`config.mk`:
```
export PLATFORM = sky130hd
export DESIGN_NAME = sertrx_core
export DESIGN_NICKNAME = d
export VERILOG_FILES = /design/src/rtl/sertrx_pkg.sv /design/src/rtl/sertrx_tx.sv /design/src/rtl/sertrx_rx.sv /design/src/rtl/sertrx_stat.sv /design/src/rtl/sertrx_core.sv
export SDC_FILE = /design/constraint.sdc
export NUM_CORES = 1
export LEC_CHECK = 0
export ABC_AREA = 1
export BUFFER_PORTS_ARGS = -buffer_cell sky130_fd_sc_hd__buf_2
export CAP_MARGIN = 15
export CORE_MARGIN = 5
export CORE_UTILIZATION = 35
export CTS_BUF_LIST = sky130_fd_sc_hd__clkbuf_8
export DETAILED_ROUTE_END_ITERATION = 8
export PLACE_DENSITY_LB_ADDON = 0.15
export SKIP_LAST_GASP = 1
export SYNTH_ARGS = -nofsm -noshare
export SYNTH_HDL_FRONTEND = slang
export SYNTH_SLANG_ARGS = --single-unit
```
`constraint.sdc`:
```
create_clock -name clk -period 2.8 [get_ports clk]
set_clock_uncertainty 0.15 [all_clocks]
set_input_delay 0.14 -clock clk [delete_from_list [all_inputs] [get_ports clk]]
set_output_delay 0.14 -clock clk [all_outputs]
set_load 0.005 [all_outputs]
```
`src/rtl/sertrx_pkg.sv`:
```
package sertrx_pkg;
  localparam int unsigned WORD_W = 32;
  localparam int unsigned LEN_W  = $clog2(WORD_W);
  localparam int unsigned FRM_W  = WORD_W + 2;
  localparam int unsigned CNT_W  = $clog2(FRM_W + 1);

  typedef struct packed {
    logic [31-2*CNT_W-6:0] zero;
    logic [CNT_W-1:0]      rx_bits;
    logic [CNT_W-1:0]      tx_bits;
    logic                  rx_busy;
    logic                  tx_busy;
    logic                  frame_err;
    logic                  overrun;
    logic                  tx_ready;
    logic                  rx_valid;
  } status_t;

  // number of line bits in one transmitted frame
  function automatic logic [CNT_W-1:0] frame_bits(input logic async_en,
                                                  input logic [LEN_W-1:0] len_m1);
    frame_bits = CNT_W'(len_m1) + CNT_W'(1) + (async_en ? CNT_W'(2) : CNT_W'(0));
  endfunction

  // low len_m1+1 bits set
  function automatic logic [WORD_W-1:0] len_mask(input logic [LEN_W-1:0] len_m1);
    logic [WORD_W:0] one;
    one = (WORD_W+1)'(1) << (CNT_W'(len_m1) + CNT_W'(1));
    len_mask = WORD_W'(one - (WORD_W+1)'(1));
  endfunction

  // line bits, bit 0 goes out first
  function automatic logic [FRM_W-1:0] build_frame(input logic [WORD_W-1:0] data,
                                                   input logic [LEN_W-1:0] len_m1,
                                                   input logic async_en);
    logic [WORD_W-1:0] m;
    m = data & len_mask(len_m1);
    if (async_en)
      build_frame = {1'b0, m, 1'b0} | (FRM_W'(1) << (CNT_W'(len_m1) + CNT_W'(2)));
    else
      build_frame = FRM_W'(m);
  endfunction

  // bits enter at the top of the shifter; bring them down to bit 0
  function automatic logic [WORD_W-1:0] rx_align(input logic [WORD_W-1:0] sh,
                                                 input logic [LEN_W-1:0] len_m1);
    rx_align = sh >> (LEN_W'(WORD_W-1) - len_m1);
  endfunction
endpackage

```
`src/rtl/sertrx_tx.sv`:
```
module sertrx_tx
  import sertrx_pkg::*;
#(
  parameter int unsigned DIV_W = 16
) (
  input  logic                clk,
  input  logic                rst_n,
  input  logic                async_en,
  input  logic [DIV_W-1:0]    div,
  input  logic [LEN_W-1:0]    len_m1,
  input  logic                wr,
  input  logic [WORD_W-1:0]   wdata,
  output logic                ser_out,
  output logic                sclk_out,
  output logic                mid_stb,
  output logic                tx_ready,
  output logic                tx_busy,
  output logic [CNT_W-1:0]    bits_left,
  output logic                load_evt
);
  logic [DIV_W-1:0]  tcnt;
  logic [FRM_W-1:0]  sh;
  logic [CNT_W-1:0]  left;
  logic              full;
  logic [WORD_W-1:0] hold;
  logic [DIV_W:0]    div_p1;
  logic [DIV_W-1:0]  half;
  logic              bit_end;
  logic              last_end;

  assign div_p1   = {1'b0, div} + (DIV_W+1)'(1);
  assign half     = div_p1[DIV_W:1];
  assign tx_busy  = (left != '0);
  assign bit_end  = tx_busy && (tcnt == div);
  assign last_end = bit_end && (left == CNT_W'(1));
  assign load_evt = full && (!tx_busy || last_end);

  always_ff @(posedge clk or negedge rst_n) begin
    if (!rst_n) begin
      full <= 1'b0;
      hold <= '0;
    end else if (wr && !full) begin
      full <= 1'b1;
      hold <= wdata;
    end else if (load_evt) begin
      full <= 1'b0;
    end
  end

  always_ff @(posedge clk or negedge rst_n) begin
    if (!rst_n) begin
      sh   <= '0;
      left <= '0;
      tcnt <= '0;
    end else if (load_evt) begin
      sh   <= build_frame(hold, len_m1, async_en);
      left <= frame_bits(async_en, len_m1);
      tcnt <= '0;
    end else if (bit_end) begin
      sh   <= sh >> 1;
      left <= left - CNT_W'(1);
      tcnt <= '0;
    end else if (tx_busy) begin
      tcnt <= tcnt + DIV_W'(1);
    end
  end

  assign ser_out   = tx_busy ? sh[0] : 1'b1;
  assign sclk_out  = tx_busy && !async_en && (tcnt >= half);
  assign mid_stb   = tx_busy && !async_en && (tcnt == half);
  assign tx_ready  = !full;
  assign bits_left = left;
endmodule

```
`src/rtl/sertrx_rx.sv`:
```
module sertrx_rx
  import sertrx_pkg::*;
#(
  parameter int unsigned DIV_W = 16
) (
  input  logic                clk,
  input  logic                rst_n,
  input  logic                async_en,
  input  logic [DIV_W-1:0]    div,
  input  logic [LEN_W-1:0]    len_m1,
  input  logic                ser_in,
  input  logic                sync_stb,
  input  logic                rd,
  output logic [WORD_W-1:0]   rdata,
  output logic                rx_valid,
  output logic                overrun,
  output logic                frame_err,
  output logic                rx_busy,
  output logic [CNT_W-1:0]    bits_got,
  output logic                deliver_evt
);
  typedef enum logic [1:0] {RX_IDLE, RX_START, RX_DATA, RX_STOP} rx_state_e;

  rx_state_e         st;
  logic              s1, s2, s3;
  logic [DIV_W-1:0]  rcnt;
  logic [CNT_W-1:0]  nbits;
  logic [WORD_W-1:0] sh;
  logic [WORD_W-1:0] sh_next;
  logic [WORD_W-1:0] word_in;
  logic              take;
  logic              take_val;
  logic              last_bit;
  logic              stop_due;
  logic              ferr_evt;
  logic              fall;

  assign fall     = s3 && !s2;
  assign stop_due = async_en && (st == RX_STOP) && (rcnt == div);
  assign take     = async_en ? ((st == RX_DATA) && (rcnt == div)) : sync_stb;
  assign take_val = async_en ? s2 : ser_in;
  assign last_bit = (nbits == CNT_W'(len_m1));
  assign sh_next  = {take_val, sh[WORD_W-1:1]};

  assign deliver_evt = async_en ? (stop_due && s2) : (take && last_bit);
  assign ferr_evt    = stop_due && !s2;
  assign word_in     = rx_align(async_en ? sh : sh_next, len_m1);

  always_ff @(posedge clk or negedge rst_n) begin
    if (!rst_n) begin
      s1 <= 1'b1;
      s2 <= 1'b1;
      s3 <= 1'b1;
    end else begin
      s1 <= ser_in;
      s2 <= s1;
      s3 <= s2;
    end
  end

  always_ff @(posedge clk or negedge rst_n) begin
    if (!rst_n) begin
      st    <= RX_IDLE;
      rcnt  <= '0;
      nbits <= '0;
      sh    <= '0;
    end else begin
      if (take) sh <= sh_next;
      if (!async_en) begin
        st   <= RX_IDLE;
        rcnt <= '0;
        if (take) nbits <= last_bit ? '0 : nbits + CNT_W'(1);
      end else begin
        unique case (st)
          RX_IDLE: begin
            nbits <= '0;
            if (fall) begin
              st   <= RX_START;
              rcnt <= '0;
            end
          end
          RX_START: begin
            if (rcnt == (div >> 1)) begin
              rcnt <= '0;
              st   <= s2 ? RX_IDLE : RX_DATA;
            end else begin
              rcnt <= rcnt + DIV_W'(1);
            end
          end
          RX_DATA: begin
            if (take) begin
              rcnt  <= '0;
              nbits <= nbits + CNT_W'(1);
              if (last_bit) st <= RX_STOP;
            end else begin
              rcnt <= rcnt + DIV_W'(1);
            end
          end
          RX_STOP: begin
            if (stop_due) begin
              st    <= RX_IDLE;
              rcnt  <= '0;
              nbits <= '0;
            end else begin
              rcnt <= rcnt + DIV_W'(1);
            end
          end
          default: st <= RX_IDLE;
        endcase
      end
    end
  end

  always_ff @(posedge clk or negedge rst_n) begin
    if (!rst_n) begin
      rdata     <= '0;
      rx_valid  <= 1'b0;
      overrun   <= 1'b0;
      frame_err <= 1'b0;
    end else begin
      if (deliver_evt && (!rx_valid || rd)) begin
        rdata    <= word_in;
        rx_valid <= 1'b1;
      end else if (rd) begin
        rx_valid <= 1'b0;
      end
      if (deliver_evt && rx_valid && !rd) overrun <= 1'b1;
      else if (rd)                        overrun <= 1'b0;
      if (ferr_evt)  frame_err <= 1'b1;
      else if (rd)   frame_err <= 1'b0;
    end
  end

  assign rx_busy  = (st != RX_IDLE) || (nbits != '0);
  assign bits_got = nbits;
endmodule

```
`src/rtl/sertrx_stat.sv`:
```
module sertrx_stat
  import sertrx_pkg::*;
(
  input  logic              rx_valid,
  input  logic              tx_ready,
  input  logic              overrun,
  input  logic              frame_err,
  input  logic              tx_busy,
  input  logic              rx_busy,
  input  logic [CNT_W-1:0]  tx_bits,
  input  logic [CNT_W-1:0]  rx_bits,
  output logic [WORD_W-1:0] word
);
  status_t s;
  always_comb begin
    s           = '0;
    s.rx_valid  = rx_valid;
    s.tx_ready  = tx_ready;
    s.overrun   = overrun;
    s.frame_err = frame_err;
    s.tx_busy   = tx_busy;
    s.rx_busy   = rx_busy;
    s.tx_bits   = tx_bits;
    s.rx_bits   = rx_bits;
  end
  assign word = s;
endmodule

```
`src/rtl/sertrx_core.sv`:
```
module sertrx_core
  import sertrx_pkg::*;
#(
  parameter int unsigned DIV_W = 16
) (
  input  logic              clk,
  input  logic              rst_n,
  input  logic              cfg_async,
  input  logic [DIV_W-1:0]  cfg_div,
  input  logic [4:0]        cfg_tx_len,
  input  logic [4:0]        cfg_rx_len,
  input  logic              tx_wr,
  input  logic [31:0]       tx_wdata,
  input  logic              rx_rd,
  output logic [31:0]       rx_rdata,
  output logic [31:0]       status_word,
  input  logic              ser_in,
  output logic              ser_out,
  output logic              sclk_out
);
  logic             tx_ready_w, tx_busy_w, tx_load_evt, mid_stb;
  logic [CNT_W-1:0] tx_left;
  logic             rx_valid_w, ovr_w, ferr_w, rx_busy_w, rx_deliver_evt;
  logic [CNT_W-1:0] rx_got;

  sertrx_tx #(.DIV_W(DIV_W)) tx_i (
    .clk(clk), .rst_n(rst_n), .async_en(cfg_async), .div(cfg_div),
    .len_m1(cfg_tx_len), .wr(tx_wr), .wdata(tx_wdata),
    .ser_out(ser_out), .sclk_out(sclk_out), .mid_stb(mid_stb),
    .tx_ready(tx_ready_w), .tx_busy(tx_busy_w), .bits_left(tx_left),
    .load_evt(tx_load_evt)
  );

  sertrx_rx #(.DIV_W(DIV_W)) rx_i (
    .clk(clk), .rst_n(rst_n), .async_en(cfg_async), .div(cfg_div),
    .len_m1(cfg_rx_len), .ser_in(ser_in), .sync_stb(mid_stb), .rd(rx_rd),
    .rdata(rx_rdata), .rx_valid(rx_valid_w), .overrun(ovr_w),
    .frame_err(ferr_w), .rx_busy(rx_busy_w), .bits_got(rx_got),
    .deliver_evt(rx_deliver_evt)
  );

  sertrx_stat stat_i (
    .rx_valid(rx_valid_w), .tx_ready(tx_ready_w), .overrun(ovr_w),
    .frame_err(ferr_w), .tx_busy(tx_busy_w), .rx_busy(rx_busy_w),
    .tx_bits(tx_left), .rx_bits(rx_got), .word(status_word)
  );
endmodule

```
==> results.md, run 1 <==
- Final Hold Fails: 0
- Mean post-synth cell area: 6.92 sq um
- Clk slew on worst S/H paths: ~0.11 ns
- Post-DR wirelength/cell: 16.5 um
- Pwr dens: 532 nW/um^2
- Chip Height: 209 um
- Simple logic cell fraction of the synthesized area: 0.328
- Failing checks: negative setup slack
- Top cell type's share of synthesized area: 0.324
- Vias: ~14k
- Adder-Cell Fraction of Synth Area: 0.0288
- Placer Congestion: 0.944
- Placed Instances: roughly 2.7k
- Worst IR Drop VDD: 0.374 mV
- Number of global-route vias before repair: about 14k
- Post-synth EDFFs: 0
- Nets: 2,347
- Initial Util: 0.352
- Post-DRT Antenna Nets: 0
- Period minus WS final: 3.10 ns
- Post-Synth XOR/XNOR Area: 0.0415
- Multiplexer share of the synthesized area: 0.0394
- Setup CP Type: input pin to register
- Max_cap viols: 0
- DP HPWL: 34,800 um
- Die width: 209 um
- Asr flop ratio synth: 1.00
- Relative slew slack: 0.549
- First-pass GRT wire length: ~74,000 um
- Unique cell type count in the Yosys netlist: 58
- Layout cell share with drive strength beyond 1: 0.219
- N_diodes: 0
- Worst setup margin: -0.296 ns
- # IOs: 130
- # setup viols final: 89
- DR pass1 iterations: 6
- Grt ovf: 0
- Synth top area cells: dfrtp_1 (32%), nand2_1 (14%), o21ai_0 (6.3%)
- Largest net degree at the start of global routing: 74
- Clock root buffer master: clkbuf_8
- Finished Cell Area: 17,500 sq um
- Final Non-Filler Cells: 2,789
- Layout Utilization: 0.442
- Register area share after synthesis: 0.329
- Initial antenna violation count: 0
- Clk_lat worst skew: 0.54 ns
- Crit. End Element: register
- Worst Path Required: 3.09 ns
- RSZ-0062 raised after global routing: yes
- Placed inst area: 15,800 sq um
- Final Max Slew Viols: 0
- Input/output buffers: 115
- Largest family of logic cells by synthesized area: simple AND/OR/NAND/NOR gates
- Hold/Removal Path Class: input pin to async pin
- Yosys top cell by area: dfrtp_1
- Busiest grt layer: met2
- P&R area growth vs syn: 25.6%
- Fmax: 323 MHz
- Startpoint Class: input pin
- Post-Syn Instances: slightly above 2k
- Residual DRC count: 0
- LEAKAGE: 0.00850 uW
- Detailed Route Iter0 Violations: 1,097
- GR met3 Demand/Resource: 0.0348
- Max Buffers Root-to-Sink: 2
- Critical Path AT: 3.39 ns
- Post-synthesis compound-gate area fraction: 0.138
- Slew @ Worst Pin: 0.676 ns
- Period utilization: 1.11
- CTS H-tree depth: 4
- Total core area: 39,500 sq um
- CP Max Fanout: 8
- PnR Total Power: 9300 uW
- Met1 Use GR: 0.296
- GR Util met2: 0.331
- Total Routed Length: 46,200 um
- Mapped cell area: 13,900 sq um
- Vias per cell: 5.07
- Rows: 73
- Commonest non-fill, non-tap cell in the layout: nand2_1
- Commonest cells after routing, fill and taps aside: nand2_1 (498), nor2_1 (181), dfrtp_1 (180)
- Status: finished, violations left
- Top_reg_cell synth: dfrtp_1
- Gr usage total: 0.209
- Syn. warnings: 0
- Die area: 43,900 sq um
- CTS tree: yes
- FF+latch count, synth: 183
- Total clock sinks: approximately 180
- Cts bufs inserted: 17
## per-stage QoR
step                      setup WS [ns]  setup TNS (ns)  hold slack, ns
final                            -0.296          -14.29        0.000895
after global routing             -0.420          -26.58          0.0566
after CTS                        -0.327          -16.04         0.00282
after detailed placement         -0.862          -64.66          0.0724
after global placement           -0.720          -52.93          0.0694
after floorplan                  -0.396          -22.91          -0.306
## critical path: stages
cell     delay (ns)
buf_8          0.08
ha_4           0.14
nand2_4        0.05
nor4_4         0.23
nand2_1        0.12
nor3_2         0.15
nand2_1        0.12
nor3_4         0.18
nand2_1        0.10
xor2_1         0.15
ha_1           0.32
nand3_2        0.10
inv_2          0.05
nand4_1        0.10
or3_4          0.41
buf_6          0.14
nand2_8        0.07
nand3_4        0.07
nand2_4        0.10
nand2_8        0.11
buf_12         0.18
buf_16         0.13
nand2_1        0.06
o31ai_1        0.07
## power breakdown
part           switching [uW]  internal [uW]
sequential                500           3260
clock                    1100            850
combinational            2150           1450
## registers in the layout (all words and copies together) (netlist names), 2 cells and up
signal and cells:
tx_i.sh 34, rx_i.rdata 32, rx_i.sh 32, tx_i.hold 32, rx_i.rcnt 16, tx_i.tcnt 16
rx_i.bits_got 6, tx_i.bits_left 6, rx_i.st 2
## synth_stat cells (13+ instances only)
master	number
o21ai_1	24
ha_1	32
nor3_1	37
inv_1	174
a31oi_1	14
buf_4	21
o21ai_0	175
a21oi_1	82
o211ai_1	13
buf_2	29
dfrtp_1	180
mux2i_1	21
nor2_1	184
mux2_2	30
nand2_1	511
xnor2_1	15
nand2_2	24
nand4_1	31
nand3_1	164
xor2_1	51
clkbuf_1	51
o22ai_1	16
## worst paths after layout
kind | start | end | slack (ns) | depth (start not counted)
worst max-delay path | cfg_div[0] | rx_i.rdata[4] | -0.30 | 24
min in group clk | cfg_div[15] | rx_i.frame_err | 0.09 | 6
max in group asynchronous | rst_n | tx_i.hold[14] | 1.65 | 3
worst min-delay path | rst_n | tx_i.bits_left[4] | 0.0009 | 2
worst max register to register | tx_i.bits_left[0] | rx_i.bits_got[2] | -0.01 | 17
worst min register to register | rx_i.s1 | rx_i.s2 | 0.21 | 0
## timing repair
action                                  CTS  global route
hold endpoints to repair                224             0
buffers inserted                         15             7
hold buffers                             43             0
endpoints found under the setup margin   89           120
resized for setup                        48            90
pin swaps                                16            13
cloned                                    8             5
## cell families after synthesis
| kind of cell | count (synthesis) |
|---|---|
| AO/OA/AOI/OAI | 352 |
| XOR/XNOR | 66 |
| adder cells (fa/ha/maj) | 32 |
| buffers and inverters | 306 |
| flip-flops | 183 |
| multiplexers | 51 |
| other | 1 |
| AND/OR/NAND/NOR | 1020 |
## layer usage
layer / up-vias / wire (um)
met3: 63 / 1950
li1: 7066 / -
met4: 0 / 957
met5: - / 0
met1: 6710 / 22200
met2: 305 / 21100
## layout make-up
| cell class | count | area, sq um |
|---|---|---|
| repair inverters | 1 | 7.51 |
| inverters | 189 | 721 |
| clock buffers | 19 | 262 |
| multi-input cells | 1536 | 8400 |
| fillers | 4131 | 22100 |
| repair buffers | 323 | 2710 |
| well taps | 525 | 657 |
| clock inverters | 13 | 144 |
| flip-flops and latches | 183 | 4580 |
No activity file was read; power rests on OpenSTA's default activity.
==> run 2, diff against run 1 <==
SYNTH_HIERARCHICAL = 1   (was not set)
==> results.md, run 2 <==
- Slowest library cell on the worst path: a311oi_4
- Worst hold path depth: 6
- CP Max Fanout: 3
- RSZ-0062 raised after global routing: yes
- Initial antenna violation count: 0
- DP HPWL: 34,100 um
- Synth top area cells: dfrtp_1 (32%), nand2_1 (18%), nand3_1 (12%)
- Gr usage total: 0.205
- Grt ovf: 0
- Crit-path most repeated cell: buf_4
- Clk_lat worst skew: slightly below 0.6 ns
- Yosys top cell by area: dfrtp_1
- Initial Util: 0.356
- Post-synthesis compound-gate area fraction: 0.0789
- # setup viols final: 91
- Cts bufs inserted: 17
- Syn. warnings: 6
- Crit path max-delay family: buffers and inverters
- Pwr dens: 378 nW/um^2
- Setup CP Type: input pin to output pin
- Register area share after synthesis: 0.323
- Worst setup margin: -0.372 ns
- Most common cell in the netlist: nand2_1
- # IOs: 130
- Residual DRC count: 0
- Placer Congestion: 0.919
- Failing checks: negative setup slack
- WHS Endpoint: rx_i/rdata[11]
- Hold/Removal Path Class: input pin to register
- Layout cell share with drive strength beyond 1: 0.219
- Adder-Cell Fraction of Synth Area: 0.0273
- Most frequent cells after synthesis: nand2_1 (675), nand3_1 (337), dfrtp_1 (180)
- Worst Path Required: 2.51 ns
- Top_reg_cell synth: dfrtp_1
- Fmax: 315 MHz
- Vias per cell: approximately 5.1
- CP peak stage delay: 0.32 ns
- Period utilization: 1.13
- Die area: 44,700 sq um
- Largest family of logic cells by synthesized area: simple AND/OR/NAND/NOR gates
- Commonest non-fill, non-tap cell in the layout: nand2_1
- Mean post-synth cell area: 6.71 sq um
- Simple logic cell fraction of the synthesized area: 0.416
- Unique cell type count in the Yosys netlist: between 50 and 60
- Period minus WS final: 3.17 ns
- Status: finished, violations left
- Reg with most FFs: tx_i/sh
- P&R area growth vs syn: 24.3%
- Worst min-delay path startpoint: cfg_rx_len[3]
- Post-synth EDFFs: 0
- Chip Height: 211 um
- Final Hold Fails: 0
- Rows: 73
- Mapped cell area: about 14,000 sq um
- R2R Setup Slk: 0.06 ns
- Input/output buffers: 115
- Startpoint Class: input pin
- Max_cap viols: 0
- Post-Synth XOR/XNOR Area: 0.0358
- Detailed Route Iter0 Violations: around 1.3k
- LEAKAGE: just over 0.009 uW
- CP startpoint: cfg_div[1]
- PnR Total Power: 6670 uW
- Asr flop ratio synth: 1.00
- Total core area: 39,900 sq um
- FF+latch count, synth: 183
- Number of global-route vias before repair: 14.0k
- Relative slew slack: 0.543
- Multiplexer share of the synthesized area: 0.0238
- Pre-CTS setup slack: -0.809 ns
- Vias: roughly 15k
- Top cell type's share of synthesized area: 0.317
- Final Max Slew Viols: 0
- Worst IR Drop VDD: 0.353 mV
- Clock root buffer master: clkbuf_8
- Largest net degree at the start of global routing: 54
- First-pass GRT wire length: 74,100 um
- Total Routed Length: 46,900 um
- WP buf/inv: 8
- Nets: 2,436
- DR pass1 iterations: 5
- R2r endpoint: rx_i/rdata[6]
- Critical Path AT: 2.88 ns
- Commonest cells after routing, fill and taps aside: nand2_1 (641), nand3_1 (315), dfrtp_1 (180)
- CTS H-tree depth: 4
- Slew @ Worst Pin: 0.683 ns
- Post-Syn Instances: 2,115
- Post-DR wirelength/cell: around 16 um
- Clk slew on worst S/H paths: 0.09 ns
- Largest register FFs: 34
- Total clock sinks: 183
- Critical Path, Cell by Cell: buf_8 > ha_4 > nand3_2 > nor2_2 > nand2_2 > nor3_2 > nand3_1 > buf_4 > buf_4 > buf_4 > buf_4 > xor2_1 > ha_1 > nand2_1 > nor3_2 > buf_4 > nand2_4 > a311oi_4 > buf_4 > buf_6
- CTS tree: yes
- Max Buffers Root-to-Sink: 2
- RR Startpoint: tx_i/tcnt[2]
- Die width: between 200 and 250 um
- Cells on worst reg2reg path: 14
- Crit. End Element: output pin
- Post-DRT Antenna Nets: 0
==> run 2: changes by cell type in the layout (fill, tap and decap cells not counted), moves of 28 or more <==
cell	change
nand3_1	+155
nand2_1	+143
o21ai_0	-67
inv_1	-38
o21ai_1	-31
nor2_1	-28
==> run 2: cell families (layout without fill, tap and decap cells) <==
family / Yosys count / after routing
fa+ha+maj: 31 / 31
other cells: 1 / 15
mux: 30 / 30
xor+xnor: 58 / 58
buf+inv: 289 / 513
flops: 183 / 183
compound gates: 204 / 204
simple gates: 1319 / 1321
==> run 2: per-layer routing <==
metal	routed length, um	track usage	part of all wire	vias up
met5	0	0	0	-
met4	898	0.0569	0.019	0
met3	2370	0.0376	0.051	64
met2	20900	0.314	0.45	404
met1	22700	0.297	0.48	6967
li1	-	-	-	7336
==> run 2: report_power, final <==
| part | internal [uW] | total, uW | switching (uW) |
|---|---|---|---|
| Sequential | 2720 | 2840 | 126 |
| Clock | 795 | 1860 | 1070 |
| Combinational | 704 | 1970 | 1260 |
==> run 2: worst max-delay path by stage <==
stage | end | depth (start not counted)
after floorplan | rx_i/rcnt[10] | 21
after global placement | rx_i/rdata[14] | 23
after detailed placement | rx_i/rdata[27] | 23
after CTS | sclk_out | 18
after global routing | sclk_out | 18
final | sclk_out | 20
==> run 2: through the flow <==
stage,hold slack [ns],TNS (ns),cells,cell area (sq um),util
after floorplan,-0.306,-14.39,2128,14400,-
after global placement,-0.00284,-55.48,2757,15800,0.396
after detailed placement,-0.00546,-65.68,2757,15800,0.396
after CTS,0.0100,-3.37,2858,17100,0.429
after global routing,0.0751,-36.38,2879,17700,0.442
final,0.0703,-19.69,2880,17700,0.442
==> run 2: area by class of cell <==
type | instances | area (sq um)
Inverter | 161 | 637
Multi-Input combinational cell | 1658 | 8740
Clock buffer | 21 | 289
Clock inverter | 11 | 98.8
Antenna cell | 1 | 2.50
Sequential cell | 183 | 4580
Timing Repair inverter | 1 | 11.3
Tap cell | 525 | 657
Fill cell | 4164 | 22300
Timing Repair Buffer | 319 | 2630
==> run 2: what timing repair did <==
action / CTS / global route
hold buffers: 47 / 0
setup endpoints to repair: 89 / 123
gates cloned: 6 / 8
hold endpoints to repair: 251 / 0
setup buffers: 16 / 13
pin swaps: 26 / 16
resized for setup: 56 / 58
==> run 2: worst register-to-register path, cell delays in order (launching register included) <==
cell and delay, ns:
dfrtp_1 0.48, ha_1 0.35, nand3_1 0.08, nor3_1 0.25, buf_4 0.18, nand2_4 0.06, nor3_2 0.15, buf_4 0.15
nand4_1 0.13, nand2_4 0.14, nand2_8 0.09, buf_12 0.17, buf_16 0.13, nand2_2 0.05, nand2_1 0.06
==> run 3, diff against run 2 <==
CELL_PAD_IN_SITES_DETAIL_PLACEMENT = 1   (was not set)
CELL_PAD_IN_SITES_GLOBAL_PLACEMENT = 1   (was not set)
==> results.md, run 3 (synthesis results as in run 2) <==
- Hold/Removal Path Class: input pin to register
- Post-route setup TNS: -31.83 ns
- First-pass GRT wire length: 84,100 um
- Worst IR Drop VDD: 0.318 mV
- Final Hold Fails: 0
- Max Buffers Root-to-Sink: 2
- Cells on worst reg2reg path: 15
- DR pass1 iterations: 5
- # IOs: 130
- Slew @ Worst Pin: 0.715 ns
- Post-DRT Antenna Nets: 0
- CP Max Fanout: 4
- R2r endpoint: rx_i/rdata[14]
- Worst hold path depth: 4
- Critical Path AT: 3.03 ns
- Grt ovf: 0
- Fmax: 301 MHz
- Rows: 73
- WHS Endpoint: rx_i/rcnt[10]
- Largest register FFs: 34
- Max_cap viols: 0
- Clock power frac: 0.283
- P_sw: between 2000 and 3000 uW
- CTS H-tree depth: 4
- Pwr dens: 374 nW/um^2
- Worst min-delay path startpoint: cfg_async
- Number of global-route vias before repair: between 15k and 20k
- RR Startpoint: tx_i/tcnt[2]
- # setup viols final: 91
- Period utilization: 1.18
- Input/output buffers: 115
- Hold Slack: 0.0364 ns
- Period minus WS final: between 3 and 4 ns
- Initial Util: 0.356
- Commonest cells after routing, fill and taps aside: nand2_1 (626), nand3_1 (290), dfrtp_1 (180)
- Total Routed Length: 51,800 um
- Chip Height: 211 um
- Post-DR wirelength/cell: between 15 and 20 um
- R2R Setup Slk: -0.05 ns
- Int Pwr: 4110 uW
- Total core area: 39,900 sq um
- Largest net degree at the start of global routing: slightly below 80
- Gr usage total: 0.232
- Die area: 44,700 sq um
- Pre-CTS setup slack: -0.865 ns
- Residual DRC count: 0
- Setup CP Type: input pin to output pin
- DP HPWL: 37,900 um
- Critical Path, Cell by Cell: buf_12 > inv_6 > nor3_4 > nand2_1 > nor2_2 > nand3_2 > nor2_4 > nand4_1 > or2_4 > nor2_4 > xnor2_2 > ha_1 > nand4_1 > nor3_2 > nand2_1 > buf_4 > a311oi_2 > buf_4 > buf_6
- Combinational Power Share: 0.297
- Fillcell total: 5,100
- FF+latch area: 4580 sq um
- Net Sw Frac: 0.395
- Detailed Route Iter0 Violations: ~810
- P&R area growth vs syn: 27.8%
- CP peak stage delay: 0.31 ns
- Crit. End Element: output pin
- Sequential Power Share: 0.420
- Failing checks: negative setup slack
- Cts bufs inserted: 17
- RSZ-0062 raised after global routing: yes
- Worst Path Required: 2.51 ns
- Final Max Slew Viols: 0
- Nets: 2,458
- Status: finished, violations left
- Placer Congestion: about 0.91
- Worst setup margin: -0.517 ns
- Layout cell share with drive strength beyond 1: 0.247
- CTS tree: yes
- Vias per cell: roughly 5.2
- Finished Cell Area: 18,100 sq um
- Multi-input logic area: around 9000 sq um
- Relative slew slack: 0.522
- Final Non-Filler Cells: 2,901
- Vias: 15.1k
- Slowest library cell on the worst path: or2_4
- Initial antenna violation count: 0
- Die width: approximately 210 um
- Reg with most FFs: tx_i/sh
- Placed inst area: 16,100 sq um
- Clk_lat worst skew: 0.53 ns
- Commonest non-fill, non-tap cell in the layout: nand2_1
- Clock root buffer master: clkbuf_8
- Placed Instances: 2,784
- N_diodes: 0
- Total clock sinks: 183
- Startpoint Class: input pin
- LEAKAGE: 0.00948 uW
- Clk slew on worst S/H paths: about 0.12 ns
[run 3: cell count changes in the layout (fill, tap and decap cells not counted), moves of 5 or more]
cell / change
nand2_1: -15
nand3_2: +25
buf_4: +22
buf_16: +5
nand2_2: +5
clkinv_8: +5
buf_12: +5
nand2_4: +12
nand3_1: -25
[run 3: worst max-delay path: cells and delay by family]
kind	cells	cell delay (ns)
xor gates and xnor gates	1	0.07
buffers and inverters	5	0.53
AOI/OAI and AO/OA	1	0.25
and+or+nand+nor	11	1.73
adders and majority gates	1	0.30
[run 3: area by class of cell]
cell class	count	area share
Multi-Input combinational cell	1658	0.494
Sequential cell	183	0.253
Timing Repair Buffer	342	0.159
Tap cell	525	0.0362
Inverter	161	0.0348
Clock buffer	17	0.0129
Clock inverter	15	0.0100
[run 3: worst max-delay path by stage]
stage | from | to | slack [ns] | cells past startpoint
global placement | cfg_div[1] | rx_i/rdata[14] | -0.68 | 22
global route | cfg_div[1] | rx_i/rdata[14] | -0.61 | 24
floorplan | cfg_div[2] | rx_i/rcnt[10] | -0.27 | 21
finish | cfg_div[1] | sclk_out | -0.52 | 19
CTS | cfg_div[1] | sclk_out | -0.33 | 18
detailed placement | cfg_div[2] | rx_i/rdata[2] | -0.87 | 22
[run 3: layer usage]
| metal | track usage | vias to the layer above | part of all wire |
|---|---|---|---|
| li1 | - | 7382 | - |
| met1 | 0.318 | 7369 | 0.47 |
| met2 | 0.388 | 272 | 0.48 |
| met3 | 0.0290 | 67 | 0.036 |
| met4 | 0.0611 | 0 | 0.020 |
| met5 | 0 | - | 0 |
[run 3: per-stage QoR]
step / total power, uW / util
finish: 6790 / 0.454
global route: 7190 / 0.454
CTS: 6840 / 0.447
detailed placement: 4740 / 0.403
global placement: 4690 / 0.403
floorplan: 4080 / -
[run 3: repair_timing]
item / in CTS / in global routing
cloned: 14 / 1
pin swaps: 47 / 36
hold endpoints to repair: 245 / 0
setup endpoints to repair: 92 / 123
buffers inserted: 18 / 10
resized for setup: 104 / 65
hold buffers: 44 / 0
[run 3: power by group through the flow]
stage | logic [uW] | registers, uW | clock network (uW)
2_1_floorplan | 1220 | 2860 | 0
3_3_place_gp | 1790 | 2890 | 0
3_5_place_dp | 1840 | 2900 | 0
4_1_cts | 2000 | 2850 | 1990
5_1_grt | 2230 | 2870 | 2090
6_report | 2020 | 2850 | 1920
